$ cat config.mk
export PLATFORM = sky130hd
export DESIGN_NAME = aper_remap_top
export DESIGN_NICKNAME = d
export VERILOG_FILES = /design/src/rtl/aper_pkg.sv /design/src/rtl/aper_table.sv /design/src/rtl/aper_regs.sv /design/src/rtl/aper_xlate.sv /design/src/rtl/aper_remap_top.sv
export SDC_FILE = /design/constraint.sdc
export NUM_CORES = 1
export LEC_CHECK = 0
export ABC_AREA = 1
export BUFFER_PORTS_ARGS = -buffer_cell sky130_fd_sc_hd__buf_2
export CAP_MARGIN = 25
export CORE_ASPECT_RATIO = 0.6
export CORE_MARGIN = 10
export CORE_UTILIZATION = 25
export DETAILED_ROUTE_END_ITERATION = 8
export MAX_ROUTING_LAYER = met4
export SYNTH_ARGS = -nofsm -noshare
export SYNTH_HDL_FRONTEND = slang
export SYNTH_SLANG_ARGS = --single-unit
$ cat constraint.sdc
create_clock -name clk -period 4.2 [get_ports clk]
set_clock_uncertainty 0.1 [all_clocks]
set_input_delay 0.42 -clock clk [delete_from_list [all_inputs] [get_ports clk]]
set_output_delay 0.42 -clock clk [all_outputs]
set_load 0.05 [all_outputs]
$ cat src/rtl/aper_pkg.sv
package aper_pkg;

   localparam int unsigned APR_WORD_W     = 32;
   localparam int unsigned APR_PAGE_SHIFT = 12;
   localparam int unsigned APR_FRAME_W    = APR_WORD_W - 1 - APR_PAGE_SHIFT;

   typedef struct packed {
      logic                   valid;
      logic [APR_FRAME_W-1:0] frame;
   } apr_entry_t;

   typedef enum logic [1:0] {
      SEL_CTRL  = 2'd0,
      SEL_PTR   = 2'd1,
      SEL_DATA  = 2'd2,
      SEL_NONE  = 2'd3
   } apr_sel_t;

   function automatic apr_sel_t apr_decode(input logic [3:0] off);
      case (off)
         4'h0:    return SEL_CTRL;
         4'h4:    return SEL_PTR;
         4'h8:    return SEL_DATA;
         default: return SEL_NONE;
      endcase
   endfunction

   // Window test done one bit wider so that base + span cannot wrap.
   function automatic logic apr_in_window(input logic [31:0] a,
                                          input logic [31:0] base,
                                          input int unsigned pages);
      logic [32:0] lo, hi, av;
      av = {1'b0, a};
      lo = {1'b0, base};
      hi = lo + (33'(pages) << APR_PAGE_SHIFT);
      return (av >= lo) && (av < hi);
   endfunction

   function automatic logic [31:0] apr_page_of(input logic [31:0] a,
                                               input logic [31:0] base);
      return (a - base) >> APR_PAGE_SHIFT;
   endfunction

endpackage

$ cat src/rtl/aper_table.sv
module aper_table
   import aper_pkg::*;
#(
   parameter int unsigned PAGES = 16,
   parameter int unsigned IDX_W = 4
) (
   input  logic             clk,
   input  logic             rst_n,
   input  logic             we,
   input  logic [IDX_W-1:0] widx,
   input  apr_entry_t       wentry,
   input  logic [IDX_W-1:0] ridx_sw,
   output apr_entry_t       rentry_sw,
   input  logic [IDX_W-1:0] ridx_xl,
   output apr_entry_t       rentry_xl
);

   apr_entry_t mem [PAGES];

   always_ff @(posedge clk) begin
      for (int i = 0; i < PAGES; i++) begin
         if (!rst_n)
            mem[i] <= '0;
         else if (we && (widx == IDX_W'(i)))
            mem[i] <= wentry;
      end
   end

   always_comb begin
      rentry_sw = '0;
      rentry_xl = '0;
      for (int i = 0; i < PAGES; i++) begin
         if (ridx_sw == IDX_W'(i)) rentry_sw = mem[i];
         if (ridx_xl == IDX_W'(i)) rentry_xl = mem[i];
      end
   end

endmodule

$ cat src/rtl/aper_regs.sv
module aper_regs
   import aper_pkg::*;
#(
   parameter logic [31:0] BASE  = 32'h8000_0000,
   parameter int unsigned PAGES = 16,
   parameter int unsigned IDX_W = 4
) (
   input  logic             clk,
   input  logic             rst_n,
   input  logic             reg_wr,
   input  logic             reg_rd,
   input  logic [3:0]       reg_addr,
   input  logic [31:0]      reg_wdata,
   output logic [31:0]      reg_rdata,
   output logic             reg_rvalid,
   output logic             xlate_en,
   output logic             tbl_we,
   output logic [IDX_W-1:0] tbl_idx,
   output apr_entry_t       tbl_wentry,
   input  apr_entry_t       tbl_rentry
);

   apr_sel_t    sel;
   logic        en_q;
   logic [31:0] ptr_q;
   logic        ptr_in;
   logic [31:0] rdata_q;
   logic        rvalid_q;
   logic [31:0] rd_mux;

   assign sel    = apr_decode(reg_addr);
   assign ptr_in = apr_in_window(ptr_q, BASE, PAGES);

   assign tbl_idx    = IDX_W'(apr_page_of(ptr_q, BASE));
   assign tbl_we     = reg_wr && (sel == SEL_DATA) && ptr_in;
   assign tbl_wentry = '{valid: reg_wdata[31],
                         frame: reg_wdata[30:APR_PAGE_SHIFT]};

   always_ff @(posedge clk) begin
      if (!rst_n) begin
         en_q  <= 1'b0;
         ptr_q <= '0;
      end else if (reg_wr) begin
         if (sel == SEL_CTRL) en_q  <= reg_wdata[0];
         if (sel == SEL_PTR)  ptr_q <= reg_wdata;
      end
   end

   always_comb begin
      case (sel)
         SEL_CTRL: rd_mux = {31'b0, en_q};
         SEL_PTR:  rd_mux = ptr_q;
         SEL_DATA: rd_mux = ptr_in ? {tbl_rentry.valid, tbl_rentry.frame,
                                      {APR_PAGE_SHIFT{1'b0}}} : '0;
         default:  rd_mux = '0;
      endcase
   end

   always_ff @(posedge clk) begin
      if (!rst_n) begin
         rdata_q  <= '0;
         rvalid_q <= 1'b0;
      end else begin
         rvalid_q <= reg_rd;
         if (reg_rd) rdata_q <= rd_mux;
      end
   end

   assign reg_rdata  = rdata_q;
   assign reg_rvalid = rvalid_q;
   assign xlate_en   = en_q;

endmodule

$ cat src/rtl/aper_xlate.sv
module aper_xlate
   import aper_pkg::*;
#(
   parameter logic [31:0] BASE    = 32'h8000_0000,
   parameter int unsigned PAGES   = 16,
   parameter int unsigned IDX_W   = 4,
   parameter bit          OUT_REG = 1'b1
) (
   input  logic             clk,
   input  logic             rst_n,
   input  logic             xlate_en,
   input  logic             xl_req,
   input  logic [31:0]      xl_addr,
   output logic [IDX_W-1:0] tbl_idx,
   input  apr_entry_t       tbl_entry,
   output logic             xl_ovalid,
   output logic [31:0]      xl_paddr,
   output logic             xl_hit,
   output logic             xl_fault
);

   logic        in_win;
   logic        hit_c, fault_c;
   logic [31:0] paddr_c;

   assign in_win  = apr_in_window(xl_addr, BASE, PAGES);
   assign tbl_idx = IDX_W'(apr_page_of(xl_addr, BASE));
   assign hit_c   = xl_req && xlate_en && in_win &&  tbl_entry.valid;
   assign fault_c = xl_req && xlate_en && in_win && !tbl_entry.valid;
   assign paddr_c = hit_c ? {1'b0, tbl_entry.frame, xl_addr[APR_PAGE_SHIFT-1:0]}
                          : xl_addr;

   generate
      if (OUT_REG) begin : g_reg_out
         always_ff @(posedge clk) begin
            if (!rst_n) begin
               xl_ovalid <= 1'b0;
               xl_paddr  <= '0;
               xl_hit    <= 1'b0;
               xl_fault  <= 1'b0;
            end else begin
               xl_ovalid <= xl_req;
               xl_paddr  <= paddr_c;
               xl_hit    <= hit_c;
               xl_fault  <= fault_c;
            end
         end
      end else begin : g_comb_out
         logic unused_clk;
         assign unused_clk = clk ^ rst_n;
         assign xl_ovalid  = xl_req;
         assign xl_paddr   = paddr_c;
         assign xl_hit     = hit_c;
         assign xl_fault   = fault_c;
      end
   endgenerate

endmodule

$ cat src/rtl/aper_remap_top.sv
module aper_remap_top
   import aper_pkg::*;
#(
   parameter logic [31:0] APER_BASE = 32'h8000_0000,
   parameter int unsigned NUM_PAGES = 16,
   parameter bit          OUT_REG   = 1'b1
) (
   input  logic        clk,
   input  logic        rst_n,
   input  logic        reg_wr,
   input  logic        reg_rd,
   input  logic [3:0]  reg_addr,
   input  logic [31:0] reg_wdata,
   output logic [31:0] reg_rdata,
   output logic        reg_rvalid,
   input  logic        xl_req,
   input  logic [31:0] xl_addr,
   output logic        xl_ovalid,
   output logic [31:0] xl_paddr,
   output logic        xl_hit,
   output logic        xl_fault
);

   localparam int unsigned IDX_W = (NUM_PAGES > 1) ? $clog2(NUM_PAGES) : 1;
   localparam logic [32:0] SPAN  = 33'(NUM_PAGES) << APR_PAGE_SHIFT;

   generate
      if (NUM_PAGES < 1)
         $error("aper_remap_top: NUM_PAGES must be at least 1");
      if (APER_BASE[APR_PAGE_SHIFT-1:0] != '0)
         $error("aper_remap_top: APER_BASE must be page aligned");
      if (({1'b0, APER_BASE} + SPAN) > 33'h1_0000_0000)
         $error("aper_remap_top: aperture runs past the address space");
   endgenerate

   logic             xlate_en;
   logic             tbl_we;
   logic [IDX_W-1:0] sw_idx, xl_idx;
   apr_entry_t       tbl_wentry, sw_entry, xl_entry;

   aper_regs #(.BASE(APER_BASE), .PAGES(NUM_PAGES), .IDX_W(IDX_W)) u_regs (
      .clk        (clk),
      .rst_n      (rst_n),
      .reg_wr     (reg_wr),
      .reg_rd     (reg_rd),
      .reg_addr   (reg_addr),
      .reg_wdata  (reg_wdata),
      .reg_rdata  (reg_rdata),
      .reg_rvalid (reg_rvalid),
      .xlate_en   (xlate_en),
      .tbl_we     (tbl_we),
      .tbl_idx    (sw_idx),
      .tbl_wentry (tbl_wentry),
      .tbl_rentry (sw_entry)
   );

   aper_table #(.PAGES(NUM_PAGES), .IDX_W(IDX_W)) u_table (
      .clk       (clk),
      .rst_n     (rst_n),
      .we        (tbl_we),
      .widx      (sw_idx),
      .wentry    (tbl_wentry),
      .ridx_sw   (sw_idx),
      .rentry_sw (sw_entry),
      .ridx_xl   (xl_idx),
      .rentry_xl (xl_entry)
   );

   aper_xlate #(.BASE(APER_BASE), .PAGES(NUM_PAGES), .IDX_W(IDX_W),
                .OUT_REG(OUT_REG)) u_xlate (
      .clk       (clk),
      .rst_n     (rst_n),
      .xlate_en  (xlate_en),
      .xl_req    (xl_req),
      .xl_addr   (xl_addr),
      .tbl_idx   (xl_idx),
      .tbl_entry (xl_entry),
      .xl_ovalid (xl_ovalid),
      .xl_paddr  (xl_paddr),
      .xl_hit    (xl_hit),
      .xl_fault  (xl_fault)
   );

endmodule

==> key figures <==
Worst setup path
  • Endpoint type of the worst setup path: register
  • Number of cells on the worst reg-to-reg path: 9
  • Delay-heaviest family, CP: simple AND/OR/NAND/NOR gates
  • Reg2Reg Setup Slack: 1.05 ns
  • Startpoint Class: register
  • Slowest library cell on the worst path: nor2_1
  • Highest fanout seen on the critical path: 21
  • Logic depth of the worst setup path including buffers: 9
  • Crit path DAT: 3.47 ns
  • Required time of the critical path: 4.51 ns
  • Series of cell instances along the critical path: nor4_1, nand2_1, nor4_1, nand4_1, buf_4, nor2_1, nand3_1, buf_4, nor2_1
  • Buffers plus inverters on the worst setup path: 2
  • Kind of critical path: reg2reg
  • CP max stage delay: 0.68 ns

Timing
  • Max-Slew Margin vs Limit: 32.3%
  • Final min period: 3.15 ns
  • Hold_ws: 0.0226 ns
  • RSZ-0062 raised after global routing: no
  • Max-slew violation count: 0
  • Final setup violating endpoints: 0
  • Final setup slack of the worst path: 1.05 ns
  • Worst Tran Pin Value: 1.01 ns
  • Final worst path period share: 75.1%
  • Setup total negative slack: 0 ns
  • Total count of hold-check failures in the final report: 0
  • Maximum clock frequency: 0.317 GHz

Global routing
  • Overall overflow remaining after global route: 0
  • Wire length of the first global-routing pass: 103000 um
  • Number of antenna violations at the first check in global routing: 3
  • Vias in the first global route: 16400
  • Pin count of the biggest net entering global routing: 45
  • Overall global routing resource usage: 14.7%

Floorplanning
  • Effective utilization at floorplan: 25.1%
  • Core region area: 81200 um2
  • Die boundary width: 389 um
  • Overall die area: 93900 um2
  • Row count: 81
  • Ports: 141
  • Vert. Die Dim: 241 um

Logic synthesis
  • Post-synth top cells: 661 x nand2_1, 513 x nor2_1, 320 x edfxtp_1
  • Sequential area share after synthesis: 57.0%
  • Post-synthesis mux area share: 0%
  • Synthesized instance count: 2495
  • Syn_nets: 2568
  • Post-synthesis instance area: 20400 um2
  • Complex-gate fraction of the synthesized area: 5.60%
  • Simple logic cell fraction of the synthesized area: 30.5%
  • Adder-Cell Fraction of Synth Area: 0%
  • Count of unique library cells instantiated by Yosys: 34
  • Post-synthesis share of cell area spent on xor and xnor gates: 0%
  • Yosys warning count: 0
  • Library cell with the largest summed area after synthesis: edfxtp_1
  • Number of storage elements in the synthesis netlist: 421
  • Top-count cell post-synth: nand2_1
  • Dominant combinational cell family by area after synthesis: simple AND/OR/NAND/NOR gates
  • Synth top area cells: edfxtp_1 47%, nand2_1 12%, dfxtp_1 9.9%, nor2_1 9.4%, nand3_1 3.8%
  • Most frequently used flop master after synthesis: edfxtp_1
  • Area share of the leading cell type in the synthesized netlist: 47.1%
  • Mean cell area of the mapped netlist: 8.18 um2
  • Synth async-reset ratio: 0%
  • Count of flip-flops with a built-in enable after synthesis: 320

Finish
  • Final Instance Area: 23900 um2
  • Cell Count, Final, Fillers Out: 3731
  • Ratio of cells with drive above 1 in the final layout: 12.6%
  • Antenna diode count: 0
  • Net count of the finished layout: 2696
  • Syn-to-layout area delta: 17.2%

Run status
  • Result of the run: completed

Clock tree
  • # resized after CTS: 0
  • Later-pin clock latency in the skew report: 0.57 ns
  • Inserted Clock Buffers: 38
  • Clock buffer depth: 3
  • Register clock-pin slew on the reported worst setup and hold paths: 0.07 ns
  • Post-cts hold buffer count: 16
  • Clock sinks: 421
  • H-tree depth: 2
  • Buffer type at the clock tree root: clkbuf_16
  • CTS tree: built
  • Total setup buffers inserted after CTS: 0

Route
  • Avg WL per Cell: 18.7 um
  • Via-to-Cell Ratio: 4.89
  • Number of nets still failing antenna checks after routing: 0
  • Pre-Repair DR Iteration Count: 6
  • Sum of routed wire length over all layers: 69900 um
  • Detailed router's first-iteration violation count: 2507
  • Via count: 18300
  • # DRC: 0

Placed design
  • Standard cell area after detailed placement: 22500 um2
  • Cell Count Post-Placement: 3644
  • Pre-CTS worst setup slack: 1.16 ns
  • Last weighted congestion value of the routability-driven placer: 0.922
  • Placed wire-length estimate after detailed placement: 53600 um
  • # port buffers: 140

Min path
  • Type of the worst min-delay path: in2reg
  • Worst Hold Path Cells: 3

Power
  • Worst VDD drop: 0.238 mV
  • Total power density per cell area: 379 nW/um2
  • Leakage power summed over all cells: 0.00967 uW

Flow run
  • Number of maximum-capacitance violations: 0
==> worst paths after layout <==
check	from	end
hold reg to reg	u_regs.ptr_q[3]	u_regs.reg_rdata[3]
hold / removal	xl_addr[18]	u_xlate.xl_paddr[18]
setup / recovery	u_regs.ptr_q[25]	u_table.mem[1][73]
setup reg to reg	u_regs.ptr_q[25]	u_table.mem[1][73]
==> per-stage QoR <==
step,util (%),power [uW]
3_3_place_gp,27.7,5450
5_1_grt,29.5,9330
3_5_place_dp,27.7,5460
4_1_cts,29.4,9100
2_1_floorplan,-,5160
6_report,29.5,9070
==> registers in the layout, indices dropped and copies added (netlist names) <==
| signal | flops |
|---|---|
| u_regs.reg_rvalid | 1 |
| u_xlate.xl_paddr | 32 |
| u_table.mem | 320 |
| u_regs.reg_rdata | 32 |
| u_xlate.xl_hit | 1 |
| u_regs.xlate_en | 1 |
| u_xlate.xl_fault | 1 |
| u_regs.ptr_q | 32 |
| u_xlate.xl_ovalid | 1 |
==> cell type report <==
class,instances,area (um2)
multi-input combinational,1718,7430
fill,8509,57300
tap,1079,1350
sequential,421,11600
clock buffer,45,1010
timing repair buffer,236,1470
clock inverter,24,240
inverter,208,781
==> per-layer routing <==
layer / wire [um] / global-route usage [%] / vias to the layer above
li1: - / - / 8404
met2: 24800 / 17.3 / 1041
met1: 34800 / 24.2 / 8756
met4: 758 / 2.09 / 0
met5: 0 / - / -
met3: 9550 / 3.43 / 62
==> cells in the final DEF, fill, tap and decap left out, drive strengths merged <==
cell type,count
nand2,663
nor2,524
edfxtp,320
buf,220
inv,209
nand3,154
a21oi,140
dfxtp,101
nand4,101
o21ai,75
clkbuf,45
or2,30
clkinv,18
dlygate4sd3,16
nor3,11
nor4,9
o211ai,5
bufinv,4
o22ai,2
and3,1
o21bai,1
a22o,1
or4,1
clkinvlp,1
==> power by group <==
group | internal (uW) | switching, uW | leakage (uW)
Clock | 1980 | 1690 | 0.000623
Combinational | 178 | 545 | 0.00491
Sequential | 4590 | 72.1 | 0.00413
==> logic make-up after synthesis <==
kind of cell	count (synthesis)
simple gates	1494
flops	421
buf+inv	356
compound gates	224
==> worst register-to-register path, delay by kind of cell (launching register included) <==
family	cells	cell delay, ns
and+or+nand+nor	7	2.01
buffers and inverters	2	0.57
DFF	1	0.33
(Power assumes the default switching activity.)
